**src/rtl/spi_mm_pkg.sv**
```systemverilog
package spi_mm_pkg;
  // control word bit positions (fixed layout)
  localparam int CS0_BIT   = 0;
  localparam int START_BIT = 1;
  localparam int LOOP_BIT  = 3;
  localparam int BUSY_BIT  = 1;
  localparam int NUM_CS    = 3;

  // strobes from the sequencer to the shifter
  typedef struct packed {
    logic load;      // copy data byte into shifter
    logic fallEdge;  // SCLK goes low this cycle: launch next bit
    logic riseEdge;  // SCLK goes high this cycle: sample input
    logic done;      // last rising edge of the byte
  } shiftCmd_t;
endpackage

```
**src/rtl/spi_mm_ctrl.sv**
```systemverilog
module spi_mm_ctrl
  import spi_mm_pkg::*;
#(
  parameter int BUS_W = 32,
  parameter int PRE_W = 5,
  parameter int BITS  = 8
) (
  input  logic              clk,
  input  logic              rstN,
  input  logic              ctrlWr,
  input  logic [BUS_W-1:0]  wrData,
  output logic [NUM_CS-1:0] csN,
  output logic              loopEn,
  output logic              busy,
  output logic              sclk,
  output shiftCmd_t         cmd
);
  localparam int EDGES  = 2 * BITS;
  localparam int EC_W   = $clog2(EDGES);
  localparam int PRE_LO = BUS_W - PRE_W;
  localparam logic [EC_W-1:0] LAST_EDGE = EC_W'(EDGES - 1);

  logic [PRE_W-1:0] prescale;
  logic [PRE_W-1:0] divCnt;
  logic [EC_W-1:0]  edgeCnt;
  logic             tick;
  logic             accept;

  assign accept = ctrlWr && !busy;
  assign tick   = busy && (divCnt == prescale);

  always_comb begin
    cmd.load     = accept && wrData[START_BIT];
    cmd.fallEdge = tick && sclk;
    cmd.riseEdge = tick && !sclk;
    cmd.done     = tick && !sclk && (edgeCnt == LAST_EDGE);
  end

  genvar g;
  generate
    for (g = 0; g < NUM_CS; g++) begin : g_cs
      always_ff @(posedge clk) begin
        if (!rstN)       csN[g] <= 1'b1;
        else if (accept) csN[g] <= wrData[CS0_BIT + 2*g];
      end
    end
  endgenerate

  always_ff @(posedge clk) begin
    if (!rstN) begin
      prescale <= '0;
      loopEn   <= 1'b0;
      busy     <= 1'b0;
      sclk     <= 1'b1;
      divCnt   <= '0;
      edgeCnt  <= '0;
    end else if (accept) begin
      prescale <= wrData[BUS_W-1:PRE_LO];
      loopEn   <= wrData[LOOP_BIT];
      if (wrData[START_BIT]) begin
        busy    <= 1'b1;
        divCnt  <= '0;
        edgeCnt <= '0;
      end
    end else if (busy) begin
      if (tick) begin
        divCnt  <= '0;
        sclk    <= ~sclk;
        edgeCnt <= edgeCnt + 1'b1;
        if (edgeCnt == LAST_EDGE) busy <= 1'b0;
      end else begin
        divCnt <= divCnt + 1'b1;
      end
    end
  end

  // clock parked high whenever no transfer runs
  a_r4_sclk_idle_high: assert property (@(posedge clk) disable iff (!rstN)
    !busy |-> sclk);
  // control writes during a transfer leave chip selects alone
  a_r6_busy_write_ignored: assert property (@(posedge clk) disable iff (!rstN)
    (busy && ctrlWr) |=> $stable(csN) && busy);
  // the last sampling edge ends the transfer
  a_r3_done_clears_busy: assert property (@(posedge clk) disable iff (!rstN)
    cmd.done |=> !busy);
endmodule

```
**src/rtl/spi_mm_dpath.sv**
```systemverilog
module spi_mm_dpath
  import spi_mm_pkg::*;
#(
  parameter int BITS = 8
) (
  input  logic            clk,
  input  logic            rstN,
  input  logic            dataWr,
  input  logic [BITS-1:0] wrByte,
  input  shiftCmd_t       cmd,
  input  logic            loopEn,
  input  logic            miso,
  output logic            mosi,
  output logic [BITS-1:0] rxByte
);
  logic [BITS-1:0] shiftReg;
  logic            sampleBit;

  assign sampleBit = loopEn ? mosi : miso;

  always_ff @(posedge clk) begin
    if (!rstN) begin
      shiftReg <= '0;
      mosi     <= 1'b1;
      rxByte   <= '0;
    end else begin
      if (cmd.load)          shiftReg <= rxByte;
      else if (cmd.riseEdge) shiftReg <= {shiftReg[BITS-2:0], sampleBit};
      if (cmd.fallEdge)      mosi <= shiftReg[BITS-1];
      if (cmd.done)          rxByte <= {shiftReg[BITS-2:0], sampleBit};
      else if (dataWr)       rxByte <= wrByte;
    end
  end

  // output bit only moves on a falling serial-clock strobe
  a_r4_mosi_on_fall: assert property (@(posedge clk) disable iff (!rstN)
    (!cmd.fallEdge) |=> $stable(mosi));
endmodule

```
**src/rtl/spi_byte_master.sv**
```systemverilog
module spi_byte_master
  import spi_mm_pkg::*;
#(
  parameter int BUS_W  = 32,
  parameter int ADDR_W = 3,
  parameter int PRE_W  = 5,
  parameter int BITS   = 8
) (
  input  logic              clk,
  input  logic              rstN,
  input  logic [ADDR_W-1:0] busAddr,
  input  logic              busWr,
  input  logic [BUS_W-1:0]  busWdata,
  output logic [BUS_W-1:0]  busRdata,
  output logic              sclk,
  output logic              mosi,
  input  logic              miso,
  output logic [NUM_CS-1:0] csN
);
  localparam logic [ADDR_W-1:0] CTRL_OFS = ADDR_W'(0);
  localparam logic [ADDR_W-1:0] DATA_OFS = ADDR_W'(4);

  logic      ctrlWr, dataWr, busy, loopEn;
  logic [BITS-1:0] rxByte;
  shiftCmd_t cmd;

  assign ctrlWr = busWr && (busAddr == CTRL_OFS);
  assign dataWr = busWr && (busAddr == DATA_OFS);

  always_comb begin
    busRdata = '0;
    if (busAddr == CTRL_OFS)      busRdata[BUSY_BIT] = busy;
    else if (busAddr == DATA_OFS) busRdata[BITS-1:0] = rxByte;
  end

  spi_mm_ctrl #(.BUS_W(BUS_W), .PRE_W(PRE_W), .BITS(BITS)) i_ctrl (
    .clk(clk), .rstN(rstN), .ctrlWr(ctrlWr), .wrData(busWdata),
    .csN(csN), .loopEn(loopEn), .busy(busy), .sclk(sclk), .cmd(cmd)
  );

  spi_mm_dpath #(.BITS(BITS)) i_dpath (
    .clk(clk), .rstN(rstN), .dataWr(dataWr), .wrByte(busWdata[BITS-1:0]),
    .cmd(cmd), .loopEn(loopEn), .miso(miso), .mosi(mosi), .rxByte(rxByte)
  );

  // idle line holds its last bit
  a_r8_mosi_idle_hold: assert property (@(posedge clk) disable iff (!rstN)
    !busy |=> $stable(mosi));
endmodule

```
**config.mk**
```make
export PLATFORM = sky130hd
export DESIGN_NAME = spi_byte_master
export DESIGN_NICKNAME = d
export VERILOG_FILES = /design/src/rtl/spi_mm_pkg.sv /design/src/rtl/spi_mm_ctrl.sv /design/src/rtl/spi_mm_dpath.sv /design/src/rtl/spi_byte_master.sv
export SDC_FILE = /design/constraint.sdc
export NUM_CORES = 1
export LEC_CHECK = 0
export BUFFER_PORTS_ARGS = -buffer_cell sky130_fd_sc_hd__buf_2
export CORE_MARGIN = 3
export CORE_UTILIZATION = 50
export DETAILED_ROUTE_END_ITERATION = 8
export PLACE_DENSITY = 0.8
export SLEW_MARGIN = 20
export SYNTH_ARGS = -nofsm -noshare
export SYNTH_HDL_FRONTEND = slang
export SYNTH_HIERARCHICAL = 1
export SYNTH_SLANG_ARGS = --single-unit
```
**constraint.sdc**
```tcl
create_clock -name clk -period 2.3 [get_ports clk]
set_input_delay 0.115 -clock clk [delete_from_list [all_inputs] [get_ports clk]]
set_output_delay 0.115 -clock clk [all_outputs]
set_load 0.01 [all_outputs]
```
==> out/results.ini <==
[pwr]
pwr-share-comb_pct=9.1
p_switching_w=0.000310
ir_worst_vdd_mv=0.333
p_int_w=0.00102
p_clk_share_pct=41.1
switching_share_pct=23.4
pwr_density_cell_nw_per_um2=566
p_leak_nw=1.20
pwr-share-seq_pct=49.8

[routing]
drc=0
vias=1556
drt-vias-per-instance=5.10
detail-route-antenna-nets=0
drtIter0Drc=111
dr.pass1.iters=4
finalWirelength_mm=4.30
wl_per_cell_um=14.1

[die]
die_area_um2=5040
num_io_pins=76
die_y_um=71.0
die_width_um=71.0
rows=22
coreArea_um2=3850
start_util_pct=54.8

[synth]
synthTopCellsByArea=dfxtp_1 35%, mux2_4 10%, buf_4 8.5%
syn_inst=222
synth_most_common_cell=dfxtp_1
synth.distinct_cells=35
yosys_warnings=6
synth-edff-count=0
async_flop_share_pct=0
synthDominantCellAreaShare_pct=35.1
yosys.area.top_type=dfxtp_1
ys_top_cells_by_count=37 x dfxtp_1, 32 x nand2_1, 24 x buf_4
syn_area_per_cell_um2=9.51
syn_area_um2=2110
synth_ff_type=dfxtp_1
ys_seq_elements=37
seq_area_frac_synth_pct=35.1

[timing]
worstMarginPinSlew_ns=0.531
rsz0062_at_grt=false
fin_ws_ns=0.315
tns_ns=0
finClkSkew_ns=0.0114
timing_hold_violations_final=0
finalSetupViolCount=0
period_share_pct=86.3
relSlewSlack_pct=64.1
finalMaxSlewViolations=0
fmax_mhz=504
finalCriticalPeriod_ns=1.98

[clocking]
root_buffer=clkbuf_8
cts_resized=0
cts_tree=yes
postCtsHoldBufs=0
numClockSinks=37
clkTransAtPathRegs_ns=0.08
cts_htree_levels=2
cts_setup_buffers=0
clockBufferDepth=2
insertion_delay_ns=0.30
numCtsBuffers=5

[layout]
fin_util_pct=60.9
area_growth_pct=11.1
nNetsFinal=298
antenna_cells=0
layout.cells.non_filler=305
drive_above_1_share_pct=24.9

[global_route]
grt_pass1_wl_mm=6.89
grt_usage_pct=17.4
antenna_found_initial=0
grt_pass1_vias=1432
gr-total-overflow=0
grt_max_degree=30

[place]
dp_slack_ns=0.351
port_buffers=32
gp_congestion=0.802
dpl.cell_count=298
hpwlAfterDp_mm=3.02

[setup_path]
crit_fanout=9
path_buf_inv=2
critPathCaptureType=flop
cp-start-kind=flop
arrival_ns=2.18
crit_slowest_cell=dfxtp_1
critPathTopFamily=simple AND/OR/NAND/NOR gates
required_ns=2.50
critPathMaxStageDelay_ns=0.44
critPathKind=reg2reg
worstPathCellList=xor2_1, nor4_4, nand3_1, inv_1, buf_12, mux2_4, o211a_1

[min_path]
hp-class=in2reg

[status]
status=finished, final reports clean

[job]
cap_violations=0

kinds of logic after synthesis:
kind of cell / Yosys count / share of synthesized area, %
flops: 37 / 35.1
other cells: 1 / 0.178
xor+xnor: 10 / 4.15
buf+inv: 38 / 12.3
fa+ha+maj: 2 / 1.18
simple gates: 83 / 21.7
compound gates: 30 / 12.1
mux: 21 / 13.3
worst paths after layout:
kind / endpoint / slack (ns) / from / cells after the start
max: i_dpath/shiftReg[2] / 0.32 / i_ctrl/divCnt[2] / 7
min: i_ctrl/csN[1] / 0.06 / busWdata[2] / 3
max reg2reg: i_dpath/shiftReg[2] / 0.32 / i_ctrl/divCnt[2] / 7
min reg2reg: i_ctrl/csN[0] / 0.47 / i_ctrl/csN[0] / 2
worst min-delay path: cells and delay by family:
| family | cells | cell delay [ns] |
|---|---|---|
| buf+inv | 1 | 0.09 |
| simple gates | 2 | 0.11 |
cell usage in the layout (no fill, tap or decap), types with 2 or more instances in the layout:
cell,instances
mux2_4,14
xnor2_1,2
buf_2,32
a21oi_1,3
nand2b_1,16
conb_1,24
nor3_1,5
clkbuf_8,5
ha_1,2
o211a_1,14
nand3b_1,2
dfxtp_1,37
nand2_1,32
buf_4,7
o22ai_1,2
a21boi_0,7
inv_1,3
nand3_1,8
xor2_1,8
mux2i_1,7
and2_1,9
nand4_1,3
power by group through the flow:
stage                     Combinational (W)  Clock (W)  Sequential [W]
after CTS                          0.000120   0.000551        0.000662
after global placement             0.000117          0        0.000676
final                              0.000121   0.000546        0.000662
after floorplan                    0.000109          0        0.000675
after detailed placement           0.000119          0        0.000676
after global routing               0.000133   0.000573        0.000663
stage by stage:
stage                     instance area (um2)  hold slack, ns  total power [W]
after floorplan                          2200           0.239         0.000784
after global placement                   2240           0.348         0.000793
after detailed placement                 2240           0.365         0.000796
after CTS                                2350          0.0578          0.00133
after global routing                     2350          0.0764          0.00137
final                                    2350          0.0559          0.00133
area by class of cell:
cell class	instances	area, um2
timing repair buffer	40	233
clock buffer	5	68.8
fill	341	1510
clock inverter	2	35.0
sequential	37	741
multi-input combinational	170	1200
tap	48	60.1
inverter	3	11.3
per-layer routing:
metal  up-vias  GRT usage, %  share of wire, %
met5         -             0                 0
met4         0          8.35               2.0
met3         8          4.40               6.9
met2        61          25.8                44
met1       708          23.4                47
li1        779             -                 -
registers in the layout, summed over array words and instances, names as in the netlist, 3 cells and up:
| name | cells |
|---|---|
| i_ctrl/prescale | 5 |
| i_dpath/rxByte | 8 |
| i_ctrl/csN | 3 |
| i_ctrl/edgeCnt | 4 |
| i_dpath/shiftReg | 8 |
| i_ctrl/divCnt | 5 |
Power figures use the tool's default switching activity.
